## src/rtl/nco_uart_pkg.sv

```systemverilog
package nco_uart_pkg;
    localparam int OVERSAMPLE = 16;
    localparam int OS_W       = $clog2(OVERSAMPLE);
    localparam int DATA_BITS  = 8;
    localparam int IDX_W      = $clog2(DATA_BITS);

    typedef enum logic [1:0] {TX_IDLE, TX_START, TX_DATA, TX_STOP} tx_state_t;
    typedef enum logic [1:0] {RX_IDLE, RX_START, RX_DATA, RX_STOP} rx_state_t;

    localparam logic [2:0] ADDR_CTRL = 3'd0;
    localparam logic [2:0] ADDR_NCO  = 3'd1;
    localparam logic [2:0] ADDR_FIFO = 3'd2;
    localparam logic [2:0] ADDR_ICTL = 3'd3;
    localparam logic [2:0] ADDR_STAT = 3'd4;
    localparam logic [2:0] ADDR_TXD  = 3'd5;
    localparam logic [2:0] ADDR_RXD  = 3'd6;

    localparam int CTRL_TXEN = 0;
    localparam int CTRL_RXEN = 1;
    localparam int CTRL_FLOW = 2;
    localparam int CTRL_LOOP = 3;
    localparam int FIFO_TXRST = 0;
    localparam int FIFO_RXRST = 1;
    localparam int FIFO_LVL_LSB = 4;
endpackage

```

## src/rtl/nco_uart_fifo.sv

```systemverilog
module nco_uart_fifo #(
    parameter int DEPTH = 16,
    parameter int WIDTH = 8
) (
    input  logic                         clk,
    input  logic                         rst_n,
    input  logic                         flush,
    input  logic                         push,
    input  logic [WIDTH-1:0]             din,
    input  logic                         pop,
    output logic [WIDTH-1:0]             dout,
    output logic [$clog2(DEPTH+1)-1:0]   count,
    output logic                         full,
    output logic                         empty
);
    localparam int AW = $clog2(DEPTH);
    localparam int CW = $clog2(DEPTH+1);

    logic [WIDTH-1:0] mem [DEPTH];
    logic [AW-1:0]    wr_ptr, rd_ptr;
    logic             do_push, do_pop;

    assign full    = (count == CW'(DEPTH));
    assign empty   = (count == '0);
    assign do_push = push && !full;
    assign do_pop  = pop && !empty;
    assign dout    = mem[rd_ptr];

    always_ff @(posedge clk) begin
        if (do_push && !flush) mem[wr_ptr] <= din;
    end

    always_ff @(posedge clk or negedge rst_n) begin
        if (!rst_n) begin
            wr_ptr <= '0;
            rd_ptr <= '0;
            count  <= '0;
        end else if (flush) begin
            wr_ptr <= '0;
            rd_ptr <= '0;
            count  <= '0;
        end else begin
            if (do_push) wr_ptr <= (wr_ptr == AW'(DEPTH-1)) ? '0 : wr_ptr + 1'b1;
            if (do_pop)  rd_ptr <= (rd_ptr == AW'(DEPTH-1)) ? '0 : rd_ptr + 1'b1;
            count <= count + CW'(do_push) - CW'(do_pop);
        end
    end

    AST_FIFO_BOUND: assert property (@(posedge clk) disable iff (!rst_n)
        count <= CW'(DEPTH));
    AST_FULL_DROPS: assert property (@(posedge clk) disable iff (!rst_n)
        push && full && !pop && !flush |=> count == $past(count));
    AST_EMPTY_HOLDS: assert property (@(posedge clk) disable iff (!rst_n)
        pop && empty && !push && !flush |=> empty);
    AST_FLUSH_EMPTIES: assert property (@(posedge clk) disable iff (!rst_n)
        flush |=> empty);
endmodule

```

## src/rtl/nco_uart_tx.sv

```systemverilog
module nco_uart_tx
    import nco_uart_pkg::*;
(
    input  logic       clk,
    input  logic       rst_n,
    input  logic       tick,
    input  logic       enable,
    input  logic       cts_ok,
    input  logic       fifo_empty,
    input  logic [7:0] fifo_data,
    output logic       fifo_pop,
    output logic       line,
    output logic       idle
);
    localparam logic [OS_W-1:0]  OS_LAST  = OS_W'(OVERSAMPLE-1);
    localparam logic [IDX_W-1:0] LAST_BIT = IDX_W'(DATA_BITS-1);

    tx_state_t        state, nxt;
    logic [OS_W-1:0]  os_cnt;
    logic [IDX_W-1:0] bit_idx;
    logic [7:0]       shreg;
    logic             bit_end;

    assign bit_end = tick && (os_cnt == OS_LAST);

    always_comb begin
        nxt = state;
        unique case (state)
            TX_IDLE:  if (enable && cts_ok && !fifo_empty) nxt = TX_START;
            TX_START: if (bit_end) nxt = TX_DATA;
            TX_DATA:  if (bit_end && bit_idx == LAST_BIT) nxt = TX_STOP;
            TX_STOP:  if (bit_end) nxt = TX_IDLE;
        endcase
    end

    always_ff @(posedge clk or negedge rst_n) begin
        if (!rst_n) state <= TX_IDLE;
        else        state <= nxt;
    end

    always_ff @(posedge clk or negedge rst_n) begin
        if (!rst_n) begin
            os_cnt  <= '0;
            bit_idx <= '0;
            shreg   <= '0;
        end else begin
            if (state != nxt)  os_cnt <= '0;
            else if (tick)     os_cnt <= os_cnt + 1'b1;
            if (fifo_pop) begin
                shreg   <= fifo_data;
                bit_idx <= '0;
            end else if (state == TX_DATA && bit_end) begin
                shreg   <= shreg >> 1;
                bit_idx <= bit_idx + 1'b1;
            end
        end
    end

    always_comb begin
        fifo_pop = 1'b0;
        line     = 1'b1;
        unique case (state)
            TX_IDLE:  fifo_pop = (nxt == TX_START);
            TX_START: line = 1'b0;
            TX_DATA:  line = shreg[0];
            TX_STOP:  line = 1'b1;
        endcase
    end
    assign idle = (state == TX_IDLE);

    AST_TX_STOP_HOLDS: assert property (@(posedge clk) disable iff (!rst_n)
        state == TX_STOP && !tick |=> state == TX_STOP);
    AST_TX_GATED: assert property (@(posedge clk) disable iff (!rst_n)
        state == TX_IDLE && !enable |=> state == TX_IDLE);
    AST_TX_CTS_WAIT: assert property (@(posedge clk) disable iff (!rst_n)
        state == TX_IDLE && !cts_ok |=> state == TX_IDLE);
    AST_TX_BUSY_AFTER_POP: assert property (@(posedge clk) disable iff (!rst_n)
        fifo_pop |=> !idle);
endmodule

```

## src/rtl/nco_uart_rx.sv

```systemverilog
module nco_uart_rx
    import nco_uart_pkg::*;
(
    input  logic       clk,
    input  logic       rst_n,
    input  logic       tick,
    input  logic       enable,
    input  logic       line,
    output logic       push,
    output logic [7:0] data
);
    localparam logic [OS_W-1:0]  OS_LAST  = OS_W'(OVERSAMPLE-1);
    localparam logic [OS_W-1:0]  OS_MID   = OS_W'(OVERSAMPLE/2-1);
    localparam logic [IDX_W-1:0] LAST_BIT = IDX_W'(DATA_BITS-1);

    rx_state_t        state, nxt;
    logic [OS_W-1:0]  os_cnt;
    logic [IDX_W-1:0] bit_idx;
    logic             line_q;
    logic             mid, bit_end;

    assign mid     = tick && (os_cnt == OS_MID);
    assign bit_end = tick && (os_cnt == OS_LAST);

    always_comb begin
        nxt = state;
        unique case (state)
            RX_IDLE:  if (enable && line_q && !line) nxt = RX_START;
            RX_START: if (mid && line) nxt = RX_IDLE;
                      else if (bit_end) nxt = RX_DATA;
            RX_DATA:  if (bit_end && bit_idx == LAST_BIT) nxt = RX_STOP;
            RX_STOP:  if (mid) nxt = RX_IDLE;
        endcase
    end

    always_ff @(posedge clk or negedge rst_n) begin
        if (!rst_n) state <= RX_IDLE;
        else        state <= nxt;
    end

    always_ff @(posedge clk or negedge rst_n) begin
        if (!rst_n) begin
            os_cnt  <= '0;
            bit_idx <= '0;
            data    <= '0;
            line_q  <= 1'b1;
        end else begin
            line_q <= line;
            if (state != nxt) os_cnt <= '0;
            else if (tick)    os_cnt <= os_cnt + 1'b1;
            if (state == RX_START)                bit_idx <= '0;
            else if (state == RX_DATA && bit_end) bit_idx <= bit_idx + 1'b1;
            if (state == RX_DATA && mid)          data <= {line, data[7:1]};
        end
    end

    always_comb begin
        push = 1'b0;
        unique case (state)
            RX_IDLE, RX_START, RX_DATA: push = 1'b0;
            RX_STOP: push = mid && line;
        endcase
    end

    AST_RX_GATED: assert property (@(posedge clk) disable iff (!rst_n)
        state == RX_IDLE && !enable |=> state == RX_IDLE);
    AST_RX_PUSH_ONCE: assert property (@(posedge clk) disable iff (!rst_n)
        push |=> state == RX_IDLE && !push);
endmodule

```

## src/rtl/nco_uart.sv

```systemverilog
module nco_uart
    import nco_uart_pkg::*;
#(
    parameter int NCO_WIDTH  = 16,
    parameter int FIFO_DEPTH = 16,
    parameter int BUS_W      = 16
) (
    input  logic             clk,
    input  logic             rst_n,
    input  logic [2:0]       bus_addr,
    input  logic             bus_we,
    input  logic             bus_re,
    input  logic [BUS_W-1:0] bus_wdata,
    output logic [BUS_W-1:0] bus_rdata,
    input  logic             uart_rx,
    output logic             uart_tx,
    input  logic             cts_n,
    output logic             tx_irq,
    output logic             rx_irq
);
    localparam int CW = $clog2(FIFO_DEPTH+1);
    localparam logic [CW-1:0] HALF = CW'(FIFO_DEPTH/2);
    localparam logic [NCO_WIDTH-1:0] NCO_HALF = NCO_WIDTH'(1) << (NCO_WIDTH-1);

    logic                 en_tx, en_rx, en_flow, en_loop, ie_tx, ie_rx;
    logic [NCO_WIDTH-1:0] nco_inc, nco_acc;
    logic [NCO_WIDTH:0]   nco_sum;
    logic                 tick;
    logic [CW-1:0]        rx_lvl, lvl_eff, tx_count, rx_count;
    logic                 wr_ctrl, wr_fifo, wr_txd, rd_rxd;
    logic                 tx_full, tx_empty, tx_idle, tx_pop, tx_line;
    logic                 rx_full, rx_empty, rx_push;
    logic [7:0]           tx_head, rx_head, rx_byte;
    logic [1:0]           rx_sync;
    logic                 tx_cond, tx_cond_q, tx_pend, rx_cond, rx_cond_q, rx_pend;

    assign wr_ctrl = bus_we && bus_addr == ADDR_CTRL;
    assign wr_fifo = bus_we && bus_addr == ADDR_FIFO;
    assign wr_txd  = bus_we && bus_addr == ADDR_TXD;
    assign rd_rxd  = bus_re && bus_addr == ADDR_RXD;

    always_ff @(posedge clk or negedge rst_n) begin
        if (!rst_n) begin
            {en_loop, en_flow, en_rx, en_tx} <= '0;
            {ie_rx, ie_tx} <= '0;
            nco_inc <= '0;
            rx_lvl  <= CW'(1);
        end else if (bus_we) begin
            if (wr_ctrl) begin
                en_tx   <= bus_wdata[CTRL_TXEN];
                en_rx   <= bus_wdata[CTRL_RXEN];
                en_flow <= bus_wdata[CTRL_FLOW];
                en_loop <= bus_wdata[CTRL_LOOP];
            end
            if (bus_addr == ADDR_NCO)  nco_inc <= bus_wdata[NCO_WIDTH-1:0];
            if (wr_fifo)               rx_lvl  <= bus_wdata[FIFO_LVL_LSB +: CW];
            if (bus_addr == ADDR_ICTL) {ie_rx, ie_tx} <= bus_wdata[1:0];
        end
    end

    assign nco_sum = {1'b0, nco_acc} + {1'b0, nco_inc};
    always_ff @(posedge clk or negedge rst_n) begin
        if (!rst_n) begin
            nco_acc <= '0;
            tick    <= 1'b0;
            rx_sync <= 2'b11;
        end else begin
            nco_acc <= nco_sum[NCO_WIDTH-1:0];
            tick    <= nco_sum[NCO_WIDTH];
            rx_sync <= {rx_sync[0], en_loop ? tx_line : uart_rx};
        end
    end

    nco_uart_fifo #(.DEPTH(FIFO_DEPTH), .WIDTH(8)) u_txq (
        .clk(clk), .rst_n(rst_n), .flush(wr_fifo && bus_wdata[FIFO_TXRST]),
        .push(wr_txd), .din(bus_wdata[7:0]), .pop(tx_pop), .dout(tx_head),
        .count(tx_count), .full(tx_full), .empty(tx_empty));

    nco_uart_fifo #(.DEPTH(FIFO_DEPTH), .WIDTH(8)) u_rxq (
        .clk(clk), .rst_n(rst_n), .flush(wr_fifo && bus_wdata[FIFO_RXRST]),
        .push(rx_push), .din(rx_byte), .pop(rd_rxd), .dout(rx_head),
        .count(rx_count), .full(rx_full), .empty(rx_empty));

    nco_uart_tx u_tx (
        .clk(clk), .rst_n(rst_n), .tick(tick), .enable(en_tx),
        .cts_ok(!en_flow || !cts_n), .fifo_empty(tx_empty), .fifo_data(tx_head),
        .fifo_pop(tx_pop), .line(tx_line), .idle(tx_idle));

    nco_uart_rx u_rx (
        .clk(clk), .rst_n(rst_n), .tick(tick), .enable(en_rx),
        .line(rx_sync[1]), .push(rx_push), .data(rx_byte));

    assign uart_tx = en_loop ? 1'b1 : tx_line;

    assign lvl_eff = (rx_lvl == '0) ? CW'(1) : rx_lvl;
    assign tx_cond = (tx_count <= HALF);
    assign rx_cond = (rx_count >= lvl_eff);

    always_ff @(posedge clk or negedge rst_n) begin
        if (!rst_n) begin
            tx_cond_q <= 1'b1;
            rx_cond_q <= 1'b0;
            tx_pend   <= 1'b0;
            rx_pend   <= 1'b0;
        end else begin
            tx_cond_q <= tx_cond;
            rx_cond_q <= rx_cond;
            tx_pend   <= ie_tx && (tx_pend ? tx_cond : (tx_cond && !tx_cond_q));
            rx_pend   <= ie_rx && (rx_pend ? rx_cond : (rx_cond && !rx_cond_q));
        end
    end
    assign tx_irq = tx_pend && ie_tx;
    assign rx_irq = rx_pend && ie_rx;

    always_comb begin
        bus_rdata = '0;
        unique case (bus_addr)
            ADDR_CTRL: bus_rdata[3:0] = {en_loop, en_flow, en_rx, en_tx};
            ADDR_NCO:  bus_rdata[NCO_WIDTH-1:0] = nco_inc;
            ADDR_FIFO: bus_rdata[FIFO_LVL_LSB +: CW] = rx_lvl;
            ADDR_ICTL: bus_rdata[1:0] = {ie_rx, ie_tx};
            ADDR_STAT: bus_rdata[3:0] = {rx_empty, tx_idle, tx_empty, tx_full};
            ADDR_RXD:  bus_rdata[7:0] = rx_head;
            default:   bus_rdata = '0;
        endcase
    end

    AST_NCO_SPACING: assert property (@(posedge clk) disable iff (!rst_n)
        tick && $stable(nco_inc) && (nco_inc <= NCO_HALF) |=> !tick);
    AST_RX_IRQ_CROSS: assert property (@(posedge clk) disable iff (!rst_n)
        $rose(rx_irq) |-> $past(rx_count, 2) < lvl_eff);
    AST_TX_IRQ_CROSS: assert property (@(posedge clk) disable iff (!rst_n)
        $rose(tx_irq) |-> $past(tx_count, 2) > HALF);
    AST_TX_IRQ_ENABLED: assert property (@(posedge clk) disable iff (!rst_n)
        tx_irq |-> $past(ie_tx));
    AST_RX_IRQ_ENABLED: assert property (@(posedge clk) disable iff (!rst_n)
        rx_irq |-> $past(ie_rx));
endmodule

```

## config.mk

```make
export PLATFORM = sky130hd
export DESIGN_NAME = nco_uart
export DESIGN_NICKNAME = d
export VERILOG_FILES = /design/src/rtl/nco_uart_pkg.sv /design/src/rtl/nco_uart_fifo.sv /design/src/rtl/nco_uart_tx.sv /design/src/rtl/nco_uart_rx.sv /design/src/rtl/nco_uart.sv
export SDC_FILE = /design/constraint.sdc
export NUM_CORES = 1
export LEC_CHECK = 0
export BUFFER_PORTS_ARGS = -buffer_cell sky130_fd_sc_hd__buf_2
export CAP_MARGIN = 20
export CORE_ASPECT_RATIO = 2
export CORE_MARGIN = 5
export CORE_UTILIZATION = 35
export CTS_BUF_LIST = sky130_fd_sc_hd__clkbuf_4 sky130_fd_sc_hd__clkbuf_8
export CTS_CLUSTER_DIAMETER = 100
export DETAILED_ROUTE_END_ITERATION = 12
export MAX_ROUTING_LAYER = met4
export PLACE_DENSITY = 0.47
export SLEW_MARGIN = 40
export SYNTH_ARGS = -nofsm -noshare
export SYNTH_HDL_FRONTEND = slang
export SYNTH_SLANG_ARGS = --single-unit
```

## constraint.sdc

```tcl
create_clock -name clk -period 4.16 [get_ports clk]
set_input_delay 0.624 -clock clk [delete_from_list [all_inputs] [get_ports clk]]
set_output_delay 0.624 -clock clk [all_outputs]
set_load 0.03 [all_outputs]
```

==> flow_summary.json, run 1 <==
{
  "outcome": "complete, no violations",
  "drive_gt1_frac": 0.233,
  "clock_latency_ps": 620,
  "setup_violations": 0,
  "start_util": 0.353,
  "h-tree-depth": 2,
  "synth_top_cell_by_area": "edfxtp_1",
  "antenna_found_initial": 2,
  "dr.pass1.iters": 4,
  "grt_max_degree": 57,
  "cp_slowest_cell": "dfrtp_2",
  "rr_startpoint": "u_txq.count[2]",
  "swShare": 0.329,
  "powerDensity_nw_per_um2": 611,
  "rsz0062_at_grt": "no",
  "vias": 8956,
  "hold_class": "input port to register",
  "worstHoldStart": "uart_rx",
  "synth_seq_area_share": 0.647,
  "cts_setup_buffers": 0,
  "fin_crit_ps": 3700,
  "vias_per_cell": 5.20,
  "nets": 1191,
  "yosysTopAreaCellShare": 0.475,
  "r2r_end": "u_txq.count[4]",
  "p_int_uw": 7440,
  "period_share": 0.890,
  "worst_pin_slew_ps": 749,
  "post_drt_wl_per_cell_um": 23.6,
  "place.port_buffers": 43,
  "grt.total_usage": 0.166,
  "cp_data_required_time_ps": 3540,
  "cts_buffer_depth": 3,
  "cts_buffers": 53,
  "avgSynthCellArea_um2": 15.5,
  "yosysMostFrequentCell": "edfxtp_1",
  "cts_tree": "built",
  "synthCells": 1045,
  "synth.distinct_cells": 77,
  "ys_async_sr_fraction": 0.302,
  "hold_violations": 0,
  "synth_nets": 1124,
  "cp-startpoint": "u_rxq.rd_ptr[0]",
  "comb_power_share": 0.297,
  "cap_violations": 0,
  "dp_cells": 1621,
  "synthTopCellsByCount": "edfxtp_1, dfrtp_1, mux4_2",
  "end_kind": "primary output",
  "pwr-share-clk": 0.270,
  "arrival_ps": 3080,
  "fill_cells": 4281,
  "ys.flop_type": "edfxtp_1",
  "relSlewSlack": 0.501,
  "cts.clk_slew.worst_paths_ps": 70,
  "slowest_delay_ps": 820,
  "cts.sinks": 367,
  "crit_fanout": 22,
  "dpl.hpwl_um": 29100,
  "ios": 44,
  "rrSetupSlack_ps": 870,
  "grt_pass1_wl_um": 61000,
  "critical_path_class": "register to primary output",
  "area_growth_pct": 12.2,
  "synth-seq-cells": 367,
  "hold_end": "rx_sync[0]",
  "synth-edff-count": 256,
  "dieArea_um2": 50900,
  "fmax_mhz": 270,
  "yosys-top-cells-area": "edfxtp_1, dfrtp_1, mux4_2, ha_1, mux2_2",
  "rows": 111,
  "grt-ovfl-total": 0,
  "die_x_um": 162,
  "ant_nets": 0,
  "cp_cell_sequence": "mux4_2 -> a22oi_1 -> a21oi_1 -> a221o_1 -> buf_2",
  "wl_um": 40700,
  "slew_viol_final": 0,
  "syn_area_um2": 16200,
  "start_kind": "register",
  "ir_worst_vdd_mv": 0.339,
  "stdcell_count": 1723,
  "coreArea_um2": 45800,
  "p_leak_uw": 0.00659,
  "place_congestion": 0.795,
  "fin_setup_tns_ps": 0,
  "power_switching_uw": 3650,
  "ff2ff_path_depth": 16,
  "die_h_um": 314,
  "finClkSkew_ps": 36.0,
  "synth_warnings": 0,
  "drt_iter0_markers": 361,
  "min_path_cells": 3,
  "clockRootBuffer": "clkbuf_8",
  "drc": 0,
  "seqPwrFrac": 0.433,
  "first_global_vias": 9651
}
[layout make-up]
class | instances | area, um2 | area share
antenna | 3 | 7.51 | 0.000413
clock buffer | 83 | 992 | 0.0546
clock inverter | 15 | 109 | 0.00599
inverter | 38 | 143 | 0.00785
multi-input combinational | 592 | 5330 | 0.293
sequential | 367 | 10500 | 0.577
tap | 565 | 707 | 0.0389
timing repair buffer | 60 | 402 | 0.0221
[through the flow]
| step | hold WS (ps) | power (uW) | cell area (um2) | setup slack [ps] | utilization |
|---|---|---|---|---|---|
| finish | 238 | 11100 | 18200 | 458 | 0.396 |
| global placement | 348 | 8250 | 17000 | 911 | 0.372 |
| CTS | 56.1 | 11300 | 18100 | 370 | 0.396 |
| floorplan | 328 | 7200 | 16200 | 1280 | - |
| global route | 205 | 11800 | 18200 | 300 | 0.396 |
| detailed placement | 350 | 8270 | 17000 | 779 | 0.372 |
[state kept, by name, indices dropped and copies added, names as in the netlist, 2 cells and up]
register and flops:
u_rxq.mem 128, u_txq.mem 128, nco_acc 16, nco_inc 16, u_rx.data 8, u_tx.shreg 8, rx_lvl 5, u_rxq.count 5
u_txq.count 5, u_rx.os_cnt 4, u_rxq.rd_ptr 4, u_rxq.wr_ptr 4, u_tx.os_cnt 4, u_txq.rd_ptr 4, u_txq.wr_ptr 4, u_rx.bit_idx 3
u_tx.bit_idx 3, rx_sync 2, u_rx.state 2, u_tx.state 2
[logic make-up after synthesis]
logic type,synth area share
xor gates and xnor gates,0.0130
DFF,0.647
AOI/OAI and AO/OA,0.0673
muxes,0.126
adders and majority gates,0.0431
and+or+nand+nor,0.0795
buffers and inverters,0.0245
[worst max-delay path by stage]
stage	to	slack, ps	cells past startpoint
5_1_grt	bus_rdata[2]	300	5
6_report	bus_rdata[2]	460	5
3_5_place_dp	u_rxq.count[4]	780	11
4_1_cts	bus_rdata[3]	370	6
3_3_place_gp	u_txq.count[4]	910	16
2_1_floorplan	u_rxq.count[4]	1280	12
[routing by layer]
| layer | wire [um] | part of all wire | vias up | global-route usage |
|---|---|---|---|---|
| li1 | - | - | 4156 | - |
| met4 | 1260 | 0.031 | 0 | 0.0527 |
| met5 | 0 | 0 | - | - |
| met3 | 1100 | 0.027 | 77 | 0.0211 |
| met2 | 24200 | 0.59 | 128 | 0.327 |
| met1 | 14100 | 0.35 | 4595 | 0.166 |
[worst max-delay path, delay by kind of cell, from the launching register on]
family | cells | cell delay [ps]
mux | 1 | 640
buf+inv | 1 | 200
compound gates | 3 | 790
flops | 1 | 820
[layout by cell type, fill, tap and decap left out, drive strengths merged, types with 4 or more instances in the layout]
cell / count
a211oi: 13
a21o: 11
a21oi: 36
a221o: 9
a221oi: 5
a22o: 10
a22oi: 6
a31oi: 10
a32oi: 4
and2: 39
and3: 13
buf: 59
clkbuf: 83
clkinv: 11
dfrtp: 106
dfstp: 5
edfxtp: 256
ha: 51
inv: 38
mux2: 34
mux2i: 18
mux4: 65
nand2: 50
nand2b: 11
nand3: 7
nand4: 9
nor2: 55
nor2b: 17
nor3: 7
nor3b: 4
o21ai: 34
or3: 5
xnor2: 12
xor2: 12
[timing repair]
item                                   4_1_cts  5_1_grt
hold buffers                                 0        1
resized for setup                            0        0
endpoints found under the hold margin        0        6
[power groups by stage]
stage / registers [uW] / clock network [uW] / logic [uW]
after floorplan: 4570 / 0 / 2630
after global placement: 4900 / 0 / 3350
after detailed placement: 4900 / 0 / 3370
after CTS: 4830 / 3110 / 3390
after global routing: 4880 / 3260 / 3680
final: 4810 / 2990 / 3290
Power figures use the tool's default switching activity.
==> run 2, diff against run 1 <==
--- a/config.mk
+++ b/config.mk
@@ -7,7 +7,6 @@
 export LEC_CHECK = 0
 export BUFFER_PORTS_ARGS = -buffer_cell sky130_fd_sc_hd__buf_2
 export CAP_MARGIN = 20
-export CORE_ASPECT_RATIO = 2
 export CORE_MARGIN = 5
 export CORE_UTILIZATION = 35
 export CTS_BUF_LIST = sky130_fd_sc_hd__clkbuf_4 sky130_fd_sc_hd__clkbuf_8
==> run 2 against run 1 <==
Compared with the run above:
- worst setup slack lost 31 ps
- critical endpoint is now bus_rdata[7]
- sequential cell count unchanged
- clock power grew 16%
- largest power group unchanged
- clock skew grew 6.2 ps
==> flow_summary.json, run 2 (synthesized netlist as in run 1, its figures left out) <==
{
  "wl_um": 37400,
  "grt_pass1_wl_um": 57600,
  "area_growth_pct": 14.2,
  "power_switching_uw": 3680,
  "cts.clk_slew.worst_paths_ps": 60,
  "cts_resized": 0,
  "grt-ovfl-total": 0,
  "powerDensity_nw_per_um2": 620,
  "arrival_ps": 3110,
  "drt_iter0_markers": 625,
  "mostFrequentLayoutCells": "edfxtp_1, dfrtp_1, clkbuf_8",
  "pre_cts_slack_ps": 849,
  "cts.sinks": 367,
  "clockRootBuffer": "clkbuf_8",
  "regArea_um2": 10500,
  "cap_violations": 0,
  "outcome": "complete, no violations",
  "coreArea_um2": 45600,
  "start_kind": "register",
  "fin_setup_tns_ps": 0,
  "hold_violations": 0,
  "p_leak_uw": 0.00674,
  "worst_pin_slew_ps": 836,
  "rsz0062_at_grt": "no",
  "comb_power_share": 0.281,
  "worst_slack_ps": 428,
  "crit_fanout": 20,
  "antenna_found_initial": 1,
  "cts_buffer_depth": 3,
  "fin_crit_ps": 3730,
  "die_h_um": 225,
  "multiInputGateArea_um2": 5330,
  "ir_worst_vdd_mv": 0.300,
  "top_regs": "u_rxq.mem (128), u_txq.mem (128)",
  "die_x_um": 225,
  "place_congestion": 0.782,
  "fmax_mhz": 268,
  "relSlewSlack": 0.441,
  "finalPower_uw": 11500,
  "worst_hold_slack_ps": 229,
  "ant_nets": 0,
  "swShare": 0.321,
  "vias": 9045,
  "vias_per_cell": 5.07,
  "fin_util": 0.405,
  "finClkSkew_ps": 42.2,
  "grt.total_usage": 0.154,
  "p_int_uw": 7780,
  "dr.pass1.iters": 5,
  "drive_gt1_frac": 0.242,
  "place.port_buffers": 43,
  "post_drt_wl_per_cell_um": 21.0,
  "start_util": 0.355,
  "rows": 78,
  "cp_data_required_time_ps": 3540,
  "layout_commonest_cell": "edfxtp_1",
  "hold_class": "input port to register",
  "seqPwrFrac": 0.417,
  "cts_tree": "built",
  "period_share": 0.897,
  "slew_viol_final": 0,
  "cts_buffers": 68,
  "critical_path_class": "register to primary output",
  "pwr-share-clk": 0.302,
  "ios": 44,
  "dieArea_um2": 50600,
  "setup_violations": 0,
  "grt_max_degree": 60,
  "fill_cells": 4174,
  "h-tree-depth": 3,
  "clock_latency_ps": 630,
  "min_path_cells": 2,
  "first_global_vias": 9374,
  "dpl.hpwl_um": 24700,
  "nets": 1208,
  "end_kind": "primary output",
  "drc": 0,
  "ff2ff_path_depth": 16
}
==> run 2: cell types whose count changed in the layout (fill, tap and decap cells not counted), sizes merged <==
cell      change
clkinv       +17
clkinvlp      -1
buf           +2
inv           +1
diode         -2
clkbuf        +9
bufinv        +1
==> run 2: cell type report <==
cell class	instances	area share
Sequential cell	367	0.567
Multi-Input combinational cell	592	0.288
Clock buffer	92	0.0621
Tap cell	600	0.0406
Timing Repair Buffer	62	0.0219
Clock inverter	33	0.0123
Inverter	38	0.00772
Antenna cell	1	0.000135
==> run 2: final timing paths <==
path | start | to | slack [ps]
min reg2reg | rx_sync[0] | rx_sync[1] | 340
max in group asynchronous | rst_n | rx_lvl[0] | 2880
min in group asynchronous | rst_n | u_tx.shreg[4] | 510
max reg2reg | u_txq.count[2] | u_txq.count[4] | 810
max | u_rxq.rd_ptr[0] | bus_rdata[7] | 430
min | bus_wdata[13] | nco_inc[13] | 230
==> run 2: critical path, cell delays in order (launching register included) <==
cell and delay, ps:
dfrtp_2 800, buf_4 330, mux4_2 520, a22o_1 250
a221oi_1 240, o21ai_0 150, buf_2 210
==> run 2: power by group through the flow <==
stage | Combinational (uW) | Clock (uW) | Sequential [uW]
after floorplan | 2630 | 0 | 4570
final | 3220 | 3460 | 4780
after global placement | 3240 | 0 | 4860
after CTS | 3280 | 3580 | 4790
after global routing | 3600 | 3780 | 4860
after detailed placement | 3260 | 0 | 4860
==> run 2: metrics by stage <==
step                std cells  instance area, um2
floorplan                1045               16200
global placement         1658               17100
detailed placement       1658               17100
CTS                      1783               18500
global route             1785               18500
finish                   1785               18500
==> run 2: per-layer routing <==
| layer | vias to the layer above | global-route usage | part of all wire |
|---|---|---|---|
| met5 | - | - | 0 |
| met2 | 182 | 0.234 | 0.47 |
| li1 | 4207 | - | - |
| met4 | 0 | 0.0558 | 0.029 |
| met1 | 4599 | 0.203 | 0.45 |
| met3 | 57 | 0.0387 | 0.043 |
==> run 2: repair_timing <==
action	CTS	global route
buffers inserted	0	0
hold buffers	0	1
hold endpoints to repair	0	28
==> run 3, diff against run 2 <==
--- a/config.mk
+++ b/config.mk
@@ -5,6 +5,7 @@
 export SDC_FILE = /design/constraint.sdc
 export NUM_CORES = 1
 export LEC_CHECK = 0
+export ABC_AREA = 1
 export BUFFER_PORTS_ARGS = -buffer_cell sky130_fd_sc_hd__buf_2
 export CAP_MARGIN = 20
 export CORE_MARGIN = 5
==> run 3 against run 2 <==
Compared with the run above:
- clock-buffer cell count up 7
- first-iteration DRC count grew 13%
- largest power group unchanged
- global-route usage is 1.2 points higher
- sequential power down 4%
- worst hold slack got worse by 180 ps
- highest routed layer unchanged
- combinational power grew 17%
- non-clock buffer count down 1
- sequential cell count did not move
- cell count is 45% higher
- register-to-register slack improved by 440 ps
- die area increased by 5.9%
==> flow_summary.json, run 3 <==
{
  "start_util": 0.353,
  "comb_power_share": 0.315,
  "antenna_cells": 0,
  "drt_iter0_markers": 708,
  "cap_violations": 0,
  "synth_nets": 1870,
  "layout_commonest_cell": "nand2_1",
  "cts_resized": 0,
  "synth_top_family_by_area": "simple AND/OR/NAND/NOR gates",
  "end_kind": "primary output",
  "synth-edff-count": 256,
  "ff2ff_path_depth": 16,
  "arrival_ps": 2840,
  "cts_hold_buffers": 0,
  "clock_latency_ps": 620,
  "finalPower_uw": 12000,
  "yosysMostFrequentCell": "nand2_1",
  "power_switching_uw": 4390,
  "ys_async_sr_fraction": 0.302,
  "synthTopCellsByCount": "nand2_1, inv_1, edfxtp_1",
  "cp_slowest_cell": "inv_1",
  "ant_nets": 0,
  "synth_seq_area_share": 0.609,
  "synth_warnings": 0,
  "dpl.hpwl_um": 27900,
  "yosysTopAreaCellShare": 0.447,
  "critical_path_class": "register to primary output",
  "hold_violations": 0,
  "post_drt_wl_per_cell_um": 16.5,
  "grt.total_usage": 0.167,
  "synth_xor_area_frac": 0.00815,
  "pre_cts_slack_ps": 1050,
  "rsz0062_at_grt": "no",
  "wl_um": 42900,
  "area_growth_pct": 13.9,
  "finClkSkew_ps": 26.7,
  "synth.distinct_cells": 49,
  "hold_class": "input port to asynchronous set/reset pin",
  "cts_tree": "built",
  "clockRootBuffer": "clkbuf_8",
  "cts_buffer_depth": 3,
  "grt-ovfl-total": 0,
  "crit_fanout": 17,
  "nets": 1950,
  "fmax_mhz": 288,
  "cts.clk_slew.worst_paths_ps": 60,
  "cts_buffers": 68,
  "fill_cells": 4871,
  "mostFrequentLayoutCells": "nand2_1, inv_1, edfxtp_1",
  "slew_viol_final": 0,
  "pwr-share-clk": 0.300,
  "yosys-top-cells-area": "edfxtp_1, dfrtp_1, nand2_1, inv_1, nand3_1",
  "ys.flop_type": "edfxtp_1",
  "synthAdderAreaFrac": 0.0406,
  "path_delay_family": "buffers and inverters",
  "first_global_vias": 12000,
  "p_int_uw": 7580,
  "synth_mux_area_frac": 0.00444,
  "start_kind": "register",
  "synth_top_cell_by_area": "edfxtp_1",
  "worst_pin_slew_ps": 791,
  "cp_cell_sequence": "inv_1 -> buf_4 -> nand3_1 -> nand2_1 -> nand2_1 -> nand2_1 -> inv_1 -> nand2_1 -> nand2_1 -> nand2_1 -> buf_2",
  "worst_slack_ps": 694,
  "synth-seq-cells": 367,
  "outcome": "complete, no violations",
  "period_share": 0.833,
  "setup_violations": 0,
  "dr.pass1.iters": 5,
  "place_congestion": 0.809,
  "synth-simple-area-share": 0.217,
  "top_regs": "u_rxq.mem (128), u_txq.mem (128)",
  "grt_pass1_wl_um": 67900,
  "fin_crit_ps": 3470,
  "drive_gt1_frac": 0.119,
  "ir_worst_vdd_mv": 0.293,
  "worst_hold_slack_ps": 48.5,
  "powerDensity_nw_per_um2": 611,
  "critical_path_buf_inv_count": 4,
  "seqPwrFrac": 0.385,
  "synth_compound_area_frac": 0.0452,
  "vias_per_cell": 4.64,
  "swShare": 0.367,
  "die_x_um": 232,
  "fin_setup_tns_ps": 0,
  "antenna_found_initial": 0,
  "rows": 81,
  "vias": 12000,
  "cts_setup_buffers": 0,
  "relSlewSlack": 0.471,
  "dieArea_um2": 53700,
  "cp_data_required_time_ps": 3540,
  "p_leak_uw": 0.00881,
  "place.port_buffers": 43,
  "coreArea_um2": 48700,
  "drc": 0,
  "grt_max_degree": 77,
  "cts.sinks": 367,
  "synthCells": 1791,
  "h-tree-depth": 3,
  "ios": 44,
  "die_h_um": 232,
  "cpMostUsedCell": "nand2_1",
  "avgSynthCellArea_um2": 9.60,
  "crit_cells": 11,
  "slowest_delay_ps": 510,
  "syn_area_um2": 17200
}
==> run 3: cell families after synthesis <==
group / Yosys count
buffers and inverters: 325
adder cells (fa/ha/maj): 54
AO/OA/AOI/OAI: 143
flip-flops: 367
AND/OR/NAND/NOR: 879
multiplexers: 7
XOR/XNOR: 16
==> run 3: through the flow <==
stage           util  cell area [um2]  instances
4_1_cts        0.401            19600       2590
3_5_place_dp   0.372            18200       2465
3_3_place_gp   0.372            18100       2465
5_1_grt        0.402            19600       2590
2_1_floorplan      -            17200       1791
6_report       0.402            19600       2590
==> run 3: power groups by stage <==
stage	logic (uW)	registers (uW)	clock network, uW
5_1_grt	4330	4660	3880
3_3_place_gp	3780	4670	0
6_report	3770	4610	3590
3_5_place_dp	3810	4680	0
2_1_floorplan	2790	4540	0
4_1_cts	3820	4610	3710
==> run 3: area by class of cell <==
class | count | area [um2] | area share
Clock buffer | 99 | 1210 | 0.0616
Clock inverter | 26 | 205 | 0.0105
Sequential cell | 367 | 10500 | 0.535
Timing Repair Buffer | 61 | 382 | 0.0195
Multi-Input combinational cell | 1099 | 5450 | 0.278
Tap cell | 664 | 831 | 0.0424
Inverter | 274 | 1030 | 0.0528
==> run 3: metal layers <==
metal  routed length, um  vias up  global-route usage
li1                    -     6008                   -
met1               20700     5699               0.236
met2               19300      245               0.246
met3                2040       54              0.0321
met4                 749        0              0.0475
met5                   0        -                   -
==> run 3: worst reg2reg max path, stage by stage (launching register included) <==
cell and delay (ps):
dfrtp_1 340, inv_1 70, ha_1 220, nand3_1 100, nand3_1 250, inv_1 370, ha_1 300, inv_1 50
ha_1 160, inv_1 50, fa_1 370, inv_1 60, nand2_1 60, a21oi_1 130, nor2_1 60, o21ai_0 130
a21oi_1 50
==> run 3: final timing paths <==
path	from	endpoint	slack, ps
max	u_rxq.rd_ptr[1]	bus_rdata[0]	690
min	rst_n	u_txq.wr_ptr[0]	50
max reg2reg	u_txq.count[2]	u_txq.count[4]	1250
min reg2reg	rx_sync[0]	rx_sync[1]	370
max in group asynchronous	rst_n	u_rx.line_q	3280
min in group clk	bus_wdata[14]	nco_inc[14]	260
